File: config.mk
export PLATFORM = sky130hd
export DESIGN_NAME = tdm_slot_port
export DESIGN_NICKNAME = d
export VERILOG_FILES = /design/src/rtl/tdm_slot_pkg.sv /design/src/rtl/tdm_bitclk_gen.sv /design/src/rtl/tdm_frame_count.sv /design/src/rtl/tdm_slot_shift.sv /design/src/rtl/tdm_slot_port.sv
export SDC_FILE = /design/constraint.sdc
export NUM_CORES = 1
export LEC_CHECK = 0
export BUFFER_PORTS_ARGS = -buffer_cell sky130_fd_sc_hd__buf_2
export CORE_MARGIN = 3
export CORE_UTILIZATION = 51
export CTS_CLUSTER_SIZE = 25
export DETAILED_ROUTE_END_ITERATION = 10
export PLACE_DENSITY = 0.75
export SETUP_SLACK_MARGIN = 0.05
export SYNTH_ARGS = -nofsm -noshare
export SYNTH_HDL_FRONTEND = slang
export SYNTH_SLANG_ARGS = --single-unit
File: constraint.sdc
create_clock -name clk -period 2.37 [get_ports clk]
set_input_delay 0.1185 -clock clk [delete_from_list [all_inputs] [get_ports clk]]
set_output_delay 0.1185 -clock clk [all_outputs]
set_load 0.01 [all_outputs]
File: src/rtl/tdm_slot_pkg.sv
// Package: field widths of the 32-bit slot word and its packed layout.
// Assumes the field order below is the order on the wire, first field first.
package tdm_slot_pkg;
    localparam int B1_W   = 8;
    localparam int B2_W   = 8;
    localparam int MON_W  = 8;
    localparam int SIG_W  = 2;
    localparam int CI_W   = 4;
    localparam int HS_W   = 2;
    localparam int SLOT_W = B1_W + B2_W + MON_W + SIG_W + CI_W + HS_W;
    // first bit of the second bearer byte, counted from the slot start
    localparam int B2_BIT = B1_W;

    typedef struct packed {
        logic [B1_W-1:0]  bearer1;
        logic [B2_W-1:0]  bearer2;
        logic [MON_W-1:0] monitor;
        logic [SIG_W-1:0] signal;
        logic [CI_W-1:0]  cmd_ind;
        logic [HS_W-1:0]  hshake;
    } slot_word_t;
endpackage

File: src/rtl/tdm_bitclk_gen.sv
// Bit-clock source: in master mode divides clk into a bit clock; in slave mode
// resynchronises the bit clock, frame sync and data pins. Gives a one-cycle
// strobe on every bit-clock rise. Assumes the slave bit clock is at most a
// quarter of clk and that HALF_SLOW >= HALF_FAST >= 1.
module tdm_bitclk_gen #(
    parameter int HALF_SLOW = 24,
    parameter int HALF_FAST = 8
) (
    input  logic clk,
    input  logic rst_n,
    input  logic master_en,
    input  logic clk_fast,
    input  logic bclk_in,
    input  logic fs_in,
    input  logic din,
    output logic tick,
    output logic fs_lvl,
    output logic din_lvl,
    output logic bclk_out
);
    localparam int DIV_W = $clog2(HALF_SLOW + 1);

    logic [DIV_W-1:0] div_cnt;
    logic [DIV_W-1:0] div_lim;
    logic             bclk_gen;
    logic [2:0]       s_bclk;
    logic [1:0]       s_fs;
    logic [1:0]       s_din;

    assign div_lim = clk_fast ? DIV_W'(HALF_FAST - 1) : DIV_W'(HALF_SLOW - 1);

    // Divider: toggles the generated bit clock every half period.
    always_ff @(posedge clk) begin
        if (!rst_n) begin
            div_cnt  <= '0;
            bclk_gen <= 1'b0;
        end else if (master_en) begin
            if (div_cnt == div_lim) begin
                div_cnt  <= '0;
                bclk_gen <= ~bclk_gen;
            end else begin
                div_cnt <= div_cnt + 1'b1;
            end
        end
    end

    // Two-stage resynchronisers with equal depth so the pins stay aligned.
    always_ff @(posedge clk) begin
        if (!rst_n) begin
            s_bclk <= '0;
            s_fs   <= '0;
            s_din  <= '0;
        end else begin
            s_bclk <= {s_bclk[1:0], bclk_in};
            s_fs   <= {s_fs[0], fs_in};
            s_din  <= {s_din[0], din};
        end
    end

    assign tick     = master_en ? ((div_cnt == div_lim) && !bclk_gen)
                                : (s_bclk[1] && !s_bclk[2]);
    assign fs_lvl   = s_fs[1];
    assign din_lvl  = s_din[1];
    assign bclk_out = master_en && bclk_gen;
endmodule

File: src/rtl/tdm_frame_count.sv
// Frame counter: counts bit-clock cycles from the frame start, decides whether
// the next cycle lies in the selected slot, and makes the master syncs.
// Assumes NUM_SLOTS is a power of two and the frame lengths fit in the count.
module tdm_frame_count
    import tdm_slot_pkg::*;
#(
    parameter int NUM_SLOTS  = 8,
    parameter int FRAME_SLOW = 64,
    parameter int FRAME_FAST = 192,
    localparam int SEL_W     = $clog2(NUM_SLOTS),
    localparam int SB_W      = $clog2(SLOT_W)
) (
    input  logic             clk,
    input  logic             rst_n,
    input  logic             master_en,
    input  logic             clk_fast,
    input  logic [SEL_W-1:0] slot_sel,
    input  logic             tick,
    input  logic             fs_lvl,
    output logic             in_slot,
    output logic             first_half,
    output logic [SB_W-1:0]  slot_bit,
    output logic             fsa_out,
    output logic             fsb_out
);
    // one bit for the half, SB_W+SEL_W for the bit index, one overflow bit
    localparam int CC_W  = SEL_W + SB_W + 2;
    localparam int IDX_W = CC_W - 2;
    localparam logic [CC_W-1:0] CC_MAX = '1;

    logic [CC_W-1:0]  cc;
    logic [CC_W-1:0]  cc_nxt;
    logic [CC_W-1:0]  frame_lim;
    logic [SEL_W-1:0] eff_slot;
    logic             fs_prev;

    assign frame_lim = clk_fast ? CC_W'(FRAME_FAST - 1) : CC_W'(FRAME_SLOW - 1);
    assign eff_slot  = master_en ? '0 : slot_sel;

    // Next count: wrap in master mode, restart on sync edge and saturate in slave.
    always_comb begin
        if (master_en)
            cc_nxt = (cc >= frame_lim) ? '0 : cc + 1'b1;
        else if (fs_lvl && !fs_prev)
            cc_nxt = '0;
        else if (cc == CC_MAX)
            cc_nxt = CC_MAX;
        else
            cc_nxt = cc + 1'b1;
    end

    // Count register: advances on each bit-clock rise; parked at the top after reset.
    always_ff @(posedge clk) begin
        if (!rst_n) begin
            cc      <= CC_MAX;
            fs_prev <= 1'b0;
        end else if (tick) begin
            cc      <= cc_nxt;
            fs_prev <= fs_lvl;
        end
    end

    assign first_half = ~cc_nxt[0];
    assign slot_bit   = cc_nxt[SB_W:1];
    assign in_slot    = !cc_nxt[CC_W-1] && (cc_nxt[CC_W-2:SB_W+1] == eff_slot);
    assign fsa_out    = master_en && !cc[CC_W-1] && (cc[CC_W-2:1] == '0);
    assign fsb_out    = master_en && !cc[CC_W-1] && (cc[CC_W-2:1] == IDX_W'(B2_BIT));

    AST_FRAME_WRAP: assert property (@(posedge clk) disable iff (!rst_n)
        master_en && tick && (cc == frame_lim) |=> (cc == '0));
    AST_SYNC_RESTART: assert property (@(posedge clk) disable iff (!rst_n)
        !master_en && tick && fs_lvl && !fs_prev |=> (cc == '0));
    AST_SYNCS_APART: assert property (@(posedge clk) disable iff (!rst_n)
        !(fsa_out && fsb_out));
endmodule

File: src/rtl/tdm_slot_shift.sv
// Slot shifter: loads the transmit word at slot start and shifts it out on the
// first rise of each bit; shifts receive data in on the second rise and
// presents the complete word with a one-cycle strobe.
// Assumes the strobes from the frame counter describe the rise being taken.
module tdm_slot_shift
    import tdm_slot_pkg::*;
#(
    localparam int SB_W = $clog2(SLOT_W)
) (
    input  logic              clk,
    input  logic              rst_n,
    input  logic              tick,
    input  logic              in_slot,
    input  logic              first_half,
    input  logic [SB_W-1:0]   slot_bit,
    input  logic              din_lvl,
    input  logic [SLOT_W-1:0] tx_word,
    output logic              pull_low,
    output logic [SLOT_W-1:0] rx_word,
    output logic              rx_valid
);
    logic [SLOT_W-1:0] tx_sh;
    logic [SLOT_W-1:0] rx_sh;
    logic [SLOT_W-1:0] rx_next;

    assign rx_next = {rx_sh[SLOT_W-2:0], din_lvl};

    // Transmit path: drive a new bit at the start of each bit period.
    always_ff @(posedge clk) begin
        if (!rst_n) begin
            tx_sh    <= '0;
            pull_low <= 1'b0;
        end else if (tick && first_half) begin
            if (!in_slot) begin
                pull_low <= 1'b0;
            end else if (slot_bit == '0) begin
                tx_sh    <= tx_word << 1;
                pull_low <= ~tx_word[SLOT_W-1];
            end else begin
                tx_sh    <= tx_sh << 1;
                pull_low <= ~tx_sh[SLOT_W-1];
            end
        end
    end

    // Receive path: sample mid-bit, publish the word after the last bit.
    always_ff @(posedge clk) begin
        if (!rst_n) begin
            rx_sh    <= '0;
            rx_word  <= '0;
            rx_valid <= 1'b0;
        end else begin
            rx_valid <= 1'b0;
            if (tick && !first_half && in_slot) begin
                rx_sh <= rx_next;
                if (slot_bit == SB_W'(SLOT_W - 1)) begin
                    rx_word  <= rx_next;
                    rx_valid <= 1'b1;
                end
            end
        end
    end

    AST_DRIVE_ON_TICK: assert property (@(posedge clk) disable iff (!rst_n)
        !$stable(pull_low) |-> $past(tick));
    AST_VALID_PULSE: assert property (@(posedge clk) disable iff (!rst_n)
        rx_valid |=> !rx_valid);
    AST_VALID_MIDBIT: assert property (@(posedge clk) disable iff (!rst_n)
        rx_valid |-> $past(tick && in_slot && !first_half));
endmodule

File: src/rtl/tdm_slot_port.sv
// Top: time-slot serial port. Wires the bit-clock source, frame counter and
// slot shifter. Assumes master_en, clk_fast and slot_sel are static while
// out of reset.
module tdm_slot_port
    import tdm_slot_pkg::*;
#(
    parameter int NUM_SLOTS  = 8,
    parameter int HALF_SLOW  = 24,
    parameter int HALF_FAST  = 8,
    parameter int FRAME_SLOW = 64,
    parameter int FRAME_FAST = 192,
    localparam int SEL_W     = $clog2(NUM_SLOTS),
    localparam int SB_W      = $clog2(SLOT_W)
) (
    input  logic              clk,
    input  logic              rst_n,
    input  logic              master_en,
    input  logic              clk_fast,
    input  logic [SEL_W-1:0]  slot_sel,
    input  logic              bclk_in,
    input  logic              fs_in,
    input  logic              din,
    input  logic [SLOT_W-1:0] tx_word,
    output logic              bclk_out,
    output logic              fsa_out,
    output logic              fsb_out,
    output logic              dout_pull_low,
    output logic [SLOT_W-1:0] rx_word,
    output logic              rx_valid
);
    logic            tick;
    logic            fs_lvl;
    logic            din_lvl;
    logic            in_slot;
    logic            first_half;
    logic [SB_W-1:0] slot_bit;

    tdm_bitclk_gen #(
        .HALF_SLOW (HALF_SLOW),
        .HALF_FAST (HALF_FAST)
    ) u_clk (
        .clk       (clk),
        .rst_n     (rst_n),
        .master_en (master_en),
        .clk_fast  (clk_fast),
        .bclk_in   (bclk_in),
        .fs_in     (fs_in),
        .din       (din),
        .tick      (tick),
        .fs_lvl    (fs_lvl),
        .din_lvl   (din_lvl),
        .bclk_out  (bclk_out)
    );

    tdm_frame_count #(
        .NUM_SLOTS  (NUM_SLOTS),
        .FRAME_SLOW (FRAME_SLOW),
        .FRAME_FAST (FRAME_FAST)
    ) u_frame (
        .clk        (clk),
        .rst_n      (rst_n),
        .master_en  (master_en),
        .clk_fast   (clk_fast),
        .slot_sel   (slot_sel),
        .tick       (tick),
        .fs_lvl     (fs_lvl),
        .in_slot    (in_slot),
        .first_half (first_half),
        .slot_bit   (slot_bit),
        .fsa_out    (fsa_out),
        .fsb_out    (fsb_out)
    );

    tdm_slot_shift u_shift (
        .clk        (clk),
        .rst_n      (rst_n),
        .tick       (tick),
        .in_slot    (in_slot),
        .first_half (first_half),
        .slot_bit   (slot_bit),
        .din_lvl    (din_lvl),
        .tx_word    (tx_word),
        .pull_low   (dout_pull_low),
        .rx_word    (rx_word),
        .rx_valid   (rx_valid)
    );

    AST_SLAVE_QUIET: assert property (@(posedge clk) disable iff (!rst_n)
        !master_en |-> !bclk_out && !fsa_out && !fsb_out);
endmodule

==> impl_summary.txt <==
----------------------------------------------------
[Final layout]
  Fraction of layout instances using a drive strength above 1 ... a little under two fifths
  Diode count ... 0
  Highest-count cells in the layout ignoring fill and taps ... sky130_fd_sc_hd__nand2_1, sky130_fd_sc_hd__dfxtp_1, sky130_fd_sc_hd__mux2i_1, sky130_fd_sc_hd__buf_2, sky130_fd_sc_hd__buf_4
  Layout Cells excl Fill ... between 800 and 900
  Relative area change from synthesis to final layout ... 38.18%
  Most common cell after layout, fill and taps aside ... sky130_fd_sc_hd__nand2_1
  Net total in the final layout ... 750

[Clock tree]
  Maximum root-to-sink buffer count ... 2
  TritonCTS clock tree ... built
  Library cell used as clock root buffer ... sky130_fd_sc_hd__clkbuf_8
  Level count of the clock H-tree ... 4
  Clock transition at the registers of the reported paths ... 70 ps
  TritonCTS Sinks ... 120
  Source-to-sink clock delay at the later pin of the worst-skew pair ... approximately 510 ps
  Number of buffers created by CTS ... 17

[Drt]
  Remaining design rule violation count ... 0
  Number of detailed-route iterations in the first pass ... 5
  Remaining number of nets flagged by the antenna check after routing ... 0
  DRC violation total after the first TritonRoute iteration ... between 200 and 250
  Via count ... 4,606
  Drt total wl ... about 14,000 um
  Wirelength per Cell ... between 15 and 20 um
  Drt via density ... around 5.4

[Yosys]
  Post-Synthesis Cells ... between 500 and 600
  Yosys reg bits ... between 100 and 150
  Ys async rst share ... 0%
  Mapped Area ... 5466 um^2
  Number of distinct standard cells referenced by the synthesized netlist ... just under 60
  Average size of a mapped cell ... between 9 and 10 um^2
  Post-synthesis sequential area ratio ... a little over two fifths
  Post-synth net total ... 613
  Warnings, synthesis ... 0
  Post-synth EDFFs ... 0
  Ys flop type ... sky130_fd_sc_hd__dfxtp_1

[Placed design]
  Worst slack at placement ... -358.7 ps
  Quantity of I/O buffers inserted on ports ... between 70 and 80
  Half-perimeter wire length of the detailed placement result ... 7803 um
  Number of instances in the placed design ... 789
  Gp weighted congestion ... about 0.91

[Die]
  Placement Rows ... 37
  Die Y-Extent ... approximately 110 um
  Initial Utilization ... a little over half
  Floorplan Core Area ... a little over 10,000 um^2
  Die ar. ... ~12,000 um^2
  Number of top-level design ports ... 79
  Horiz. Die Dim ... between 100 and 150 um

[STA]
  Final-report hold violation count ... 0
  Worst rel slew slack ... between 60% and 70%
  Worst hold slack across all endpoints ... 16.94 ps
  Upper clock frequency limit ... ~420 MHz
  Unrepaired setup endpoints after global routing ... true
  Transition time at the pin with the least slew margin ... just under 600 ps
  Post-Route Setup TNS ... -190.2 ps
  Final critical path time including I/O delays and setup ... 2401 ps
  Crit share post-route ... 101.3%
  Final worst slack ... -30.52 ps
  Final worst clock skew ... between 15 and 20 ps
  Max-slew violation total from the final report ... 0
  Setup Viol. Count Final ... 15

[Global route]
  Antenna violations before repair ... 0
  Maximum number of pins on one net before global-route repair ... around 150
  Vias in the first global route ... 4,450
  Final global-route overflow total ... 0
  Wire length of the first global-routing pass ... between 20,000 and 25,000 um
  GR Util All Layers ... 22.72%

[Min path]
  Type of the most critical hold path ... in -> reg

[Critical path]
  Critical Setup Path Class ... reg -> reg
  Slowest Stage Delay on Critical Path ... around 370 ps
  Crit. End Element ... flip-flop
  Sequence of cells on the critical path ... ha_4 -> and3_4 -> nand3_4 -> mux2_4 -> xnor2_4 -> o31a_1 -> nor4_4 -> buf_6 -> clkbuf_16 -> mux2i_2
  Arrival time at the worst endpoint ... ~2800 ps
  Slowest-stage cell, CP ... sky130_fd_sc_hd__dfxtp_4
  Worst Path Max Fanout ... 8
  Crit start category ... flip-flop
  Worst endpoint required time ... 2800 ps

[Pwr]
  Power per Cell Area ... approximately 730 nW/um^2
  Tot Pwr ... about 5.5 mW
  Lkg Pwr ... 3.362 nW
  IR drop worst, VDD ... between 0.4 and 0.5 mV

[Status]
  Failing checks ... negative setup slack
  Result of the run ... complete, but fails checks

[Run]
  Reported max-cap violation count ... 0

----------------------------------------------------
[where the power goes]
part	switching (mW)	leakage, nW	internal (mW)	total [mW]
logic	0.367	2.09	0.402	0.769
registers	0.0189	0.966	2.03	2.05
clock network	1.04	0.302	1.65	2.69
total	1.43	3.36	4.09	5.51
[cells by family (layout without fill, tap and decap cells)]
kind of cell,after synthesis,after routing,share of synthesized area [%]
AOI/OAI and AO/OA,43,45,6.043
xor gates and xnor gates,10,10,1.602
adders and majority gates,3,3,0.6867
buffers and inverters,43,191,4.578
DFF,120,120,43.95
muxes,127,127,23.96
and+or+nand+nor,222,222,19.18
[synth_stat cells (7+ instances only)]
cell type,number,area [um^2]
sky130_fd_sc_hd__dfxtp_1,120,2402
sky130_fd_sc_hd__clkbuf_1,18,67.56
sky130_fd_sc_hd__nand2_1,139,521.8
sky130_fd_sc_hd__mux2_1,7,78.83
sky130_fd_sc_hd__buf_4,7,52.55
sky130_fd_sc_hd__nand3_1,14,70.07
sky130_fd_sc_hd__nor3_1,8,40.04
sky130_fd_sc_hd__a21oi_1,10,50.05
sky130_fd_sc_hd__mux2i_1,96,960.9
sky130_fd_sc_hd__buf_6,7,78.83
sky130_fd_sc_hd__mux2_2,24,270.3
sky130_fd_sc_hd__o21ai_0,11,55.05
sky130_fd_sc_hd__nor2_1,19,71.32
sky130_fd_sc_hd__and2_1,11,68.82
[area by class of cell]
| class | instances | area (um^2) |
|---|---|---|
| clock buffers | 17 | 414.1 |
| clock inverters | 15 | 203.9 |
| fillers | 724 | 2816 |
| inverters | 5 | 21.27 |
| multi-input cells | 407 | 3095 |
| flip-flops and latches | 120 | 2419 |
| well taps | 136 | 170.2 |
| repair buffers | 154 | 1230 |
[repair_timing]
item	in CTS	in global routing
hold buffers	5	0
pin swaps	6	11
endpoints found under the setup margin	96	95
setup buffers	9	9
resized for setup	44	28
cloned	6	5
endpoints found under the hold margin	5	0
[layer usage]
layer	part of all wire, %	global-route usage (%)	vias up
li1	-	-	2227
met1	43	27.16	2193
met2	50	39.54	158
met3	5.1	5.637	28
met4	2.1	8.014	0
met5	0	0	-
[metrics by stage]
stage | utilization (%) | cell area [um^2]
4_1_cts | 70.37 | 7297
5_1_grt | 72.84 | 7553
6_report | 72.84 | 7553
3_5_place_dp | 59.94 | 6216
2_1_floorplan | - | 5482
3_3_place_gp | 59.94 | 6216
[path summary, 6_finish.rpt]
path	from	to	slack, ps	depth (start not counted)
max	u_frame.cc[0]	u_shift.rx_sh[20]	-30	10
max reg2reg	u_frame.cc[0]	u_shift.rx_sh[20]	-30	10
min reg2reg	u_clk.s_fs[0]	u_clk.s_fs[1]	430	1
min	tx_word[21]	u_shift.tx_sh[22]	20	4
[sequential cells by signal, indices dropped and copies added, names as in the netlist]
register and flops:
u_shift.rx_valid 1, u_clk.div_cnt 5, u_clk.bclk_gen 1, u_clk.s_bclk 3, u_shift.rx_sh 31, u_frame.cc 10
u_clk.s_din 2, u_shift.tx_sh 31, u_shift.pull_low 1, u_clk.s_fs 2, u_shift.rx_word 32, u_frame.fs_prev 1
[worst max-delay path: cells and delay by family, from the launching register on]
| family | cells | cell delay [ps] |
|---|---|---|
| adders and majority gates | 1 | 150 |
| and+or+nand+nor | 3 | 440 |
| AOI/OAI and AO/OA | 1 | 300 |
| xor gates and xnor gates | 1 | 140 |
| DFF | 1 | 370 |
| buffers and inverters | 2 | 360 |
| muxes | 2 | 550 |
(Power assumes the default switching activity.)
